--- src/rtl/seq_rom_pkg.sv ---
package seq_rom_pkg;
  localparam int unsigned CW     = 4;
  localparam int unsigned NCODES = 1 << CW;

  typedef logic [CW-1:0] code_t;

  typedef enum logic {
    SEQ_A = 1'b0,
    SEQ_B = 1'b1
  } seq_sel_e;

  localparam code_t A_START = code_t'(12);
  localparam code_t B_START = code_t'(8);

  // full 16-state permutation
  function automatic code_t a_succ(code_t c);
    code_t n;
    case (c)
      4'd12:   n = 4'd13;
      4'd13:   n = 4'd14;
      4'd14:   n = 4'd15;
      4'd15:   n = 4'd5;
      4'd5:    n = 4'd6;
      4'd6:    n = 4'd7;
      4'd7:    n = 4'd0;
      4'd0:    n = 4'd1;
      4'd1:    n = 4'd2;
      4'd2:    n = 4'd3;
      4'd3:    n = 4'd4;
      4'd4:    n = 4'd11;
      4'd11:   n = 4'd10;
      4'd10:   n = 4'd9;
      4'd9:    n = 4'd8;
      default: n = 4'd12;  // 8
    endcase
    return n;
  endfunction

  // four-state loop, unused codes fold to start
  function automatic code_t b_succ(code_t c);
    code_t n;
    case (c)
      4'd8:    n = 4'd9;
      4'd9:    n = 4'd0;
      4'd0:    n = 4'd1;
      default: n = B_START;  // 1 and all unused codes
    endcase
    return n;
  endfunction

  function automatic code_t start_of(seq_sel_e s);
    return (s == SEQ_B) ? B_START : A_START;
  endfunction
endpackage

--- src/rtl/seq_rom_bank.sv ---
module seq_rom_bank
  import seq_rom_pkg::*;
#(
  parameter seq_sel_e SEQ = SEQ_A
) (
  input  code_t addr_i,
  output code_t data_o
);
  code_t rom [NCODES];

  for (genvar g = 0; g < NCODES; g++) begin : g_entry
    if (SEQ == SEQ_B) begin : g_b
      assign rom[g] = b_succ(code_t'(g));
    end else begin : g_a
      assign rom[g] = a_succ(code_t'(g));
    end
  end

  assign data_o = rom[addr_i];
endmodule

--- src/rtl/seq_next_sel.sv ---
module seq_next_sel
  import seq_rom_pkg::*;
(
  input  code_t    cur_i,
  input  seq_sel_e sel_i,
  output code_t    nxt_o
);
  code_t nxt_a, nxt_b;

  seq_rom_bank #(.SEQ(SEQ_A)) bank_a_i (.addr_i(cur_i), .data_o(nxt_a));
  seq_rom_bank #(.SEQ(SEQ_B)) bank_b_i (.addr_i(cur_i), .data_o(nxt_b));

  assign nxt_o = (sel_i == SEQ_B) ? nxt_b : nxt_a;
endmodule

--- src/rtl/seq_state_reg.sv ---
module seq_state_reg
  import seq_rom_pkg::*;
(
  input  logic     clk_i,
  input  logic     rst_ni,
  input  seq_sel_e sel_i,
  input  logic     load_en_i,
  input  code_t    load_val_i,
  input  code_t    nxt_i,
  output code_t    q_o
);
  code_t q_d, q_q;

  always_comb begin
    if (!rst_ni)        q_d = start_of(sel_i);
    else if (load_en_i) q_d = load_val_i;
    else                q_d = nxt_i;
  end

  always_ff @(posedge clk_i) q_q <= q_d;

  assign q_o = q_q;
endmodule

--- src/rtl/seq_rom_counter.sv ---
module seq_rom_counter
  import seq_rom_pkg::*;
(
  input  logic       clk_i,
  input  logic       rst_ni,
  input  logic       seq_sel_i,
  input  logic       load_en_i,
  input  logic [3:0] load_val_i,
  output logic [3:0] count_o
);
  seq_sel_e sel;
  code_t    cur, nxt;

  assign sel = seq_sel_e'(seq_sel_i);

  seq_next_sel next_i (
    .cur_i(cur),
    .sel_i(sel),
    .nxt_o(nxt)
  );

  seq_state_reg reg_i (
    .clk_i     (clk_i),
    .rst_ni    (rst_ni),
    .sel_i     (sel),
    .load_en_i (load_en_i),
    .load_val_i(load_val_i),
    .nxt_i     (nxt),
    .q_o       (cur)
  );

  assign count_o = cur;

  AST_A_WRAP: assert property (@(posedge clk_i) disable iff (!rst_ni)
    (!seq_sel_i && !load_en_i && count_o == 4'd15) |=> count_o == 4'd5);
  AST_A_MOVES: assert property (@(posedge clk_i) disable iff (!rst_ni)
    (!seq_sel_i && !load_en_i) |=> count_o != $past(count_o));
  AST_B_LOOP: assert property (@(posedge clk_i) disable iff (!rst_ni)
    (seq_sel_i && !load_en_i && count_o inside {4'd0, 4'd1, 4'd8, 4'd9})
    |=> count_o inside {4'd0, 4'd1, 4'd8, 4'd9});
  AST_B_RECOVER: assert property (@(posedge clk_i) disable iff (!rst_ni)
    (seq_sel_i && !load_en_i && !(count_o inside {4'd0, 4'd1, 4'd8, 4'd9}))
    |=> count_o == 4'd8);
  AST_LOAD: assert property (@(posedge clk_i) disable iff (!rst_ni)
    load_en_i |=> count_o == $past(load_val_i));
endmodule

--- config.mk ---
export PLATFORM = sky130hd
export DESIGN_NAME = seq_rom_counter
export DESIGN_NICKNAME = d
export VERILOG_FILES = /design/src/rtl/seq_rom_pkg.sv /design/src/rtl/seq_rom_bank.sv /design/src/rtl/seq_next_sel.sv /design/src/rtl/seq_state_reg.sv /design/src/rtl/seq_rom_counter.sv
export SDC_FILE = /design/constraint.sdc
export NUM_CORES = 1
export LEC_CHECK = 0
export BUFFER_PORTS_ARGS = -buffer_cell sky130_fd_sc_hd__buf_4
export CORE_AREA = 2 2 39 41
export CTS_BUF_LIST = sky130_fd_sc_hd__clkbuf_4
export CTS_CLUSTER_DIAMETER = 50
export DETAILED_ROUTE_END_ITERATION = 10
export DIE_AREA = 0 0 41 43
export PLACE_DENSITY = 0.52
export SYNTH_ARGS = -nofsm -noshare
export SYNTH_HDL_FRONTEND = slang
export SYNTH_SLANG_ARGS = --single-unit
--- constraint.sdc ---
create_clock -name clk_i -period 2.1 [get_ports clk_i]
set_input_delay 0.42 -clock clk_i [delete_from_list [all_inputs] [get_ports clk_i]]
set_output_delay 0.42 -clock clk_i [all_outputs]
set_load 0.005 [all_outputs]
Yosys cells after proc, flatten, opt, wreduce, memory -nomap -nowiden

Memory sizes are Yosys's and may differ from the RTL's.
Cells that the tools add are included.

Div/mod/pow operators: 0
$add $sub $neg: 0
Bitwise gates (word level): 1
$lt $le $gt $ge: 1
Shift operators: 0
Multiply operators: 0
Equality and inequality tests: 0
Reduce and logical (&&, ||, !) cells: 0
Muxes and demuxes: 8

Operator list:

| operator           | number |
|---|---|
| $mux 4             | 7 |
| $ge 5x5->1 const B | 1 |
| $not 4->5          | 1 |
| $mux 3             | 1 |

Bits of input ports: 8
Memories: 2
Bits in read-only memories: 128
Bits in latches: 0
Output and inout port bits: 4
Register bits after elaboration: 4
Memory bits (writable): 0

Memories:

| name             | words | bits a word | rd ports | clocked after Yosys merged registers in | wr ports | line               | text |
|---|---|---|---|---|---|---|---|
| (name not given) | 16    | 4           | 1        | 0                                       | 0        | seq_rom_bank.sv:19 | `assign data_o = rom[addr_i];` |
| (name not given) | 16    | 4           | 1        | 0                                       | 0        | seq_rom_bank.sv:19 |  |

Depth between registers and ports, before layout

Depth after elaboration: 7
Gate-level depth with buffers: 5

Cells and area by module

A second synthesis with hierarchy kept.

Cells, all modules: 43
Area, all modules: 392.9 um^2

Modules (own cells, without submodules):

| module                          | times used | sequential area each (um^2) | cells each | area an instance (um^2) |
|---|---|---|---|---|
| seq_rom_bank at next_i.bank_a_i | 1          | 0.0                         | 20         | 157.7 |
| seq_state_reg                   | 1          | 80.1                        | 13         | 151.4 |
| seq_next_sel                    | 1          | 0.0                         | 4          | 45.0 |
| seq_rom_bank at next_i.bank_b_i | 1          | 0.0                         | 6          | 38.8 |

Worst setup path before layout

No wires, ideal clock.

Path kind: register to register
Start: register reg_i.q_q[0], in the netlist reg_i.q_o[0]
End: register reg_i.q_q[2], in the netlist reg_i.q_o[2]
Arrival: 1.199 ns
Library setup time: 0.130 ns
Setup slack: 0.771 ns
Clock period less this slack: 1.329 ns
Stages on the path, launching flop included: 6
Path buffers: 0
Data required time: 1.970 ns
Cells stage by stage: dfxtp_1 > inv_1 > ha_1 > mux2_4 > o221ai_1 > o211ai_1

Cells in the longest elaborated chain, start to end: 7

Ends and longest elaborated chain:

| item                                       | line                | text |
|---|---|---|
| start, declared                            | seq_state_reg.sv:12 | `code_t q_d, q_q;` |
| start signal, assigned                     | seq_state_reg.sv:20 | `always_ff @(posedge clk_i) q_q <= q_d;` |
| $not 4->5 (implied by the code) (*)        | seq_rom_bank.sv:19  |  |
| $mem_v2 16x4                               | --                  |  |
| $mux 4 (implied by the code) (2 in series) | seq_rom_bank.sv:19  |  |
| $mux 4 (*)                                 | seq_next_sel.sv:13  | `assign nxt_o = (sel_i == SEQ_B) ? nxt_b : nxt_a;` |
| $mux 4 (*)                                 | seq_state_reg.sv:16 | `else if (load_en_i) q_d = load_val_i;` |
| $mux 4 (*)                                 | seq_state_reg.sv:15 | `if (!rst_ni) q_d = start_of(sel_i);` |
| net reg_i.q_d[2]                           | seq_state_reg.sv:12 |  |

The timed path passes the listed nets; every way through them passes the cells marked *. The select of a mux whose other input is x is not followed.

Final worst setup path

Ends and elaborated chain as after synthesis.

==> flow_metrics.env <==
export IMPL_numPortBuffers=11
export IMPL_via_per_inst=5.08
export IMPL_vdd_ir_drop_max_v=0.000175
export IMPL_post_route_min_period_ns=1.44
export IMPL_crit_type="reg2reg"
export IMPL_synth_cell_type_count=24
export IMPL_hpwl_um=656
export IMPL_drt_first_pass_iters=4
export IMPL_drv_slew=0
export IMPL_hp_start="load_val_i[3]"
export IMPL_track_usage=0.110
export IMPL_arrival_ns=1.55
export IMPL_critical_path_top_delay_family="flip-flops"
export IMPL_insertion_delay_ns=0.23
export IMPL_synth_seq_area_share=0.220
export IMPL_finalSetupTns_ns=0
export IMPL_max_cap_violations=0
export IMPL_p_leak_nw=0.217
export IMPL_fp_coreArea_mm2=0.00138
export IMPL_yosys_top_cells_area="dfxtp_1 (22%), ha_1 (21%), nand2b_1 (5.2%)"
export IMPL_pre_cts_ws_ns=0.681
export IMPL_final_core_util=0.345
export IMPL_die_x_um=41
export IMPL_cts_root_buffer="clkbuf_4"
export IMPL_crit_path_end_kind="flop"
export IMPL_diodes=0
export IMPL_wirelength_um=844
export IMPL_timing_rr_end="reg_i.q_o[2]"
export IMPL_syn_inst=42
export IMPL_r2r_cells=5
export IMPL_grt_max_degree=12
export IMPL_finClkSkew_ns=0.000445
export IMPL_globalplace_congestion=0.703
export IMPL_slowest_stage="dfxtp_1"
export IMPL_layout_nets=71
export IMPL_hold_viol_final=0
export IMPL_rsz0062_at_grt="false"
export IMPL_fmax_mhz=695
export IMPL_crit_path_start="reg_i.q_o[0]"
export IMPL_yosys_warnings=0
export IMPL_postRouteAntennaNets=0
export IMPL_slowest_delay_ns=0.40
export IMPL_cts_sinks=4
export IMPL_drt_first_iter_violations=8
export IMPL_largest_register_ff_count=4
export IMPL_cts_repair_resized=0
export IMPL_drive_gt1_frac=0.291
export IMPL_cts_setup_buffers=0
export IMPL_wl_per_cell_um=11.9
export IMPL_path_depth=5
export IMPL_finalWorstSetupSlack_ns=0.662
export IMPL_relSlewSlack=0.748
export IMPL_drc_errors=0
export IMPL_syn_nets=56
export IMPL_area_delta_synth_final_pct=31.3
export IMPL_setup_viol=0
export IMPL_fin_area_um2=478
export IMPL_cts_inserted_buffers=3
export IMPL_rows=14
export IMPL_tightest_slew_ns=0.378
export IMPL_clkSlewWorstSetupHoldPaths_ns=0.04
export IMPL_syn_avg_cell_area_um2=8.67
export IMPL_holdBufCountCts=0
export IMPL_hp_class="in2reg"
export IMPL_yosys_area_top_type="dfxtp_1"
export IMPL_ioPinCount=12
export IMPL_dieArea_mm2=0.00176
export IMPL_hold_ws_ns=0.407
export IMPL_floorplan_initialDensity=0.263
export IMPL_power_density_mw_per_mm2=561
export IMPL_r2r_slack_ns=0.66
export IMPL_path_cells="inv_1, ha_1, mux2_4, o221ai_1, o211ai_1"
export IMPL_antenna_found_initial=0
export IMPL_r2r_start="reg_i.q_o[0]"
export IMPL_cp_endpoint="reg_i.q_o[2]"
export IMPL_grt_pass1_wl_um=1260
export IMPL_cts_tree="yes"
export IMPL_num_vias=361
export IMPL_cp_start_kind="flop"
export IMPL_grt_pass1_vias=307
export IMPL_yosysTopAreaCellShare=0.220
export IMPL_syn_area_um2=364
export IMPL_synth_seq_cells=4
export IMPL_cts_path_max_buffers=2
export IMPL_finalCritPeriodShare=0.685
export IMPL_die_y_um=43
export IMPL_required_ns=2.21
export IMPL_h_tree_depth=1
export IMPL_cp_num_buf_inv=1
export IMPL_outcome="finished clean"
export IMPL_place_area_um2=455
export IMPL_grt_ovfl_total=0
export IMPL_path_max_fanout=5
[final cells by class]
cell class | count | area (µm²)
fill | 151 | 906
tap | 16 | 20.0
timing repair buffer | 11 | 82.6
inverter | 4 | 15.0
multi-input combinational | 33 | 258
clock buffer | 3 | 22.5
sequential | 4 | 80.1
[kinds of logic (layout without fill, tap and decap cells)]
group	after synthesis	count (layout)	synth area share
AOI/OAI and AO/OA	12	12	0.241
DFF	4	4	0.220
muxes	1	1	0.0412
buffers and inverters	5	18	0.0722
and+or+nand+nor	14	14	0.220
adders and majority gates	6	6	0.206
[worst min path at each step]
stage / end / depth (start not counted)
6_report: reg_i.q_o[3] / 3
5_1_grt: reg_i.q_o[3] / 3
4_1_cts: reg_i.q_o[3] / 3
3_5_place_dp: reg_i.q_o[3] / 3
3_3_place_gp: reg_i.q_o[3] / 3
2_1_floorplan: reg_i.q_o[3] / 1
[cell usage after synthesis, drive strengths merged]
cell / number
nand2b: 3
inv: 4
o21ai: 3
nand3: 2
and3b: 1
nand3b: 1
a211oi: 1
o221ai: 1
o211ai: 2
nor2b: 1
nand2: 2
o311ai: 1
a31oi: 2
nor3: 1
nor2: 2
buf: 1
mux2: 1
a2111o: 1
ha: 6
nand4b: 1
o2111ai: 1
dfxtp: 4
[layer usage]
metal / global-route usage / wire (µm) / vias up
met1: 0.128 / 388 / 162
met2: 0.153 / 364 / 14
met4: 0.0200 / 9 / 0
met3: 0.0942 / 81 / 2
li1: - / - / 183
met5: 0 / 0 / -
[metrics by stage]
| step | power, mW | instances |
|---|---|---|
| final | 0.268 | 71 |
| after global routing | 0.290 | 71 |
| after CTS | 0.276 | 71 |
| after detailed placement | 0.174 | 68 |
| after global placement | 0.174 | 68 |
| after floorplan | 0.141 | 42 |
[where the power goes]
| part | switching (mW) | internal (mW) | total, mW | leakage [nW] |
|---|---|---|---|---|
| Sequential | 0.0144 | 0.0834 | 0.0978 | 0.0334 |
| Clock | 0.0323 | 0.0640 | 0.0963 | 0.0138 |
| Combinational | 0.0324 | 0.0418 | 0.0742 | 0.169 |
| Total | 0.0791 | 0.189 | 0.268 | 0.217 |
[worst reg2reg max path: stages (launching register included)]
cell	delay, ns
dfxtp_1	0.40
inv_1	0.12
ha_1	0.23
mux2_4	0.25
o221ai_1	0.19
o211ai_1	0.11
[cells in the final DEF (no fill, tap or decap)]
cell,netlist,layout
o221ai_1,1,1
o21ai_1,2,2
nor2b_1,1,1
nand2_1,2,2
nor3_1,1,1
o21ai_0,1,1
o311ai_1,1,1
nand3b_1,1,1
nor2_1,2,2
clkbuf_4,0,3
buf_4,0,11
dfxtp_1,4,4
mux2_4,1,1
nand3_1,2,2
inv_2,1,1
o211ai_1,2,2
a31oi_1,2,2
nand2b_1,3,3
a211oi_1,1,1
nand4b_1,1,1
inv_1,3,3
and3b_1,1,1
a2111o_1,1,1
ha_1,6,6
o2111ai_1,1,1
(Power assumes the default switching activity.)
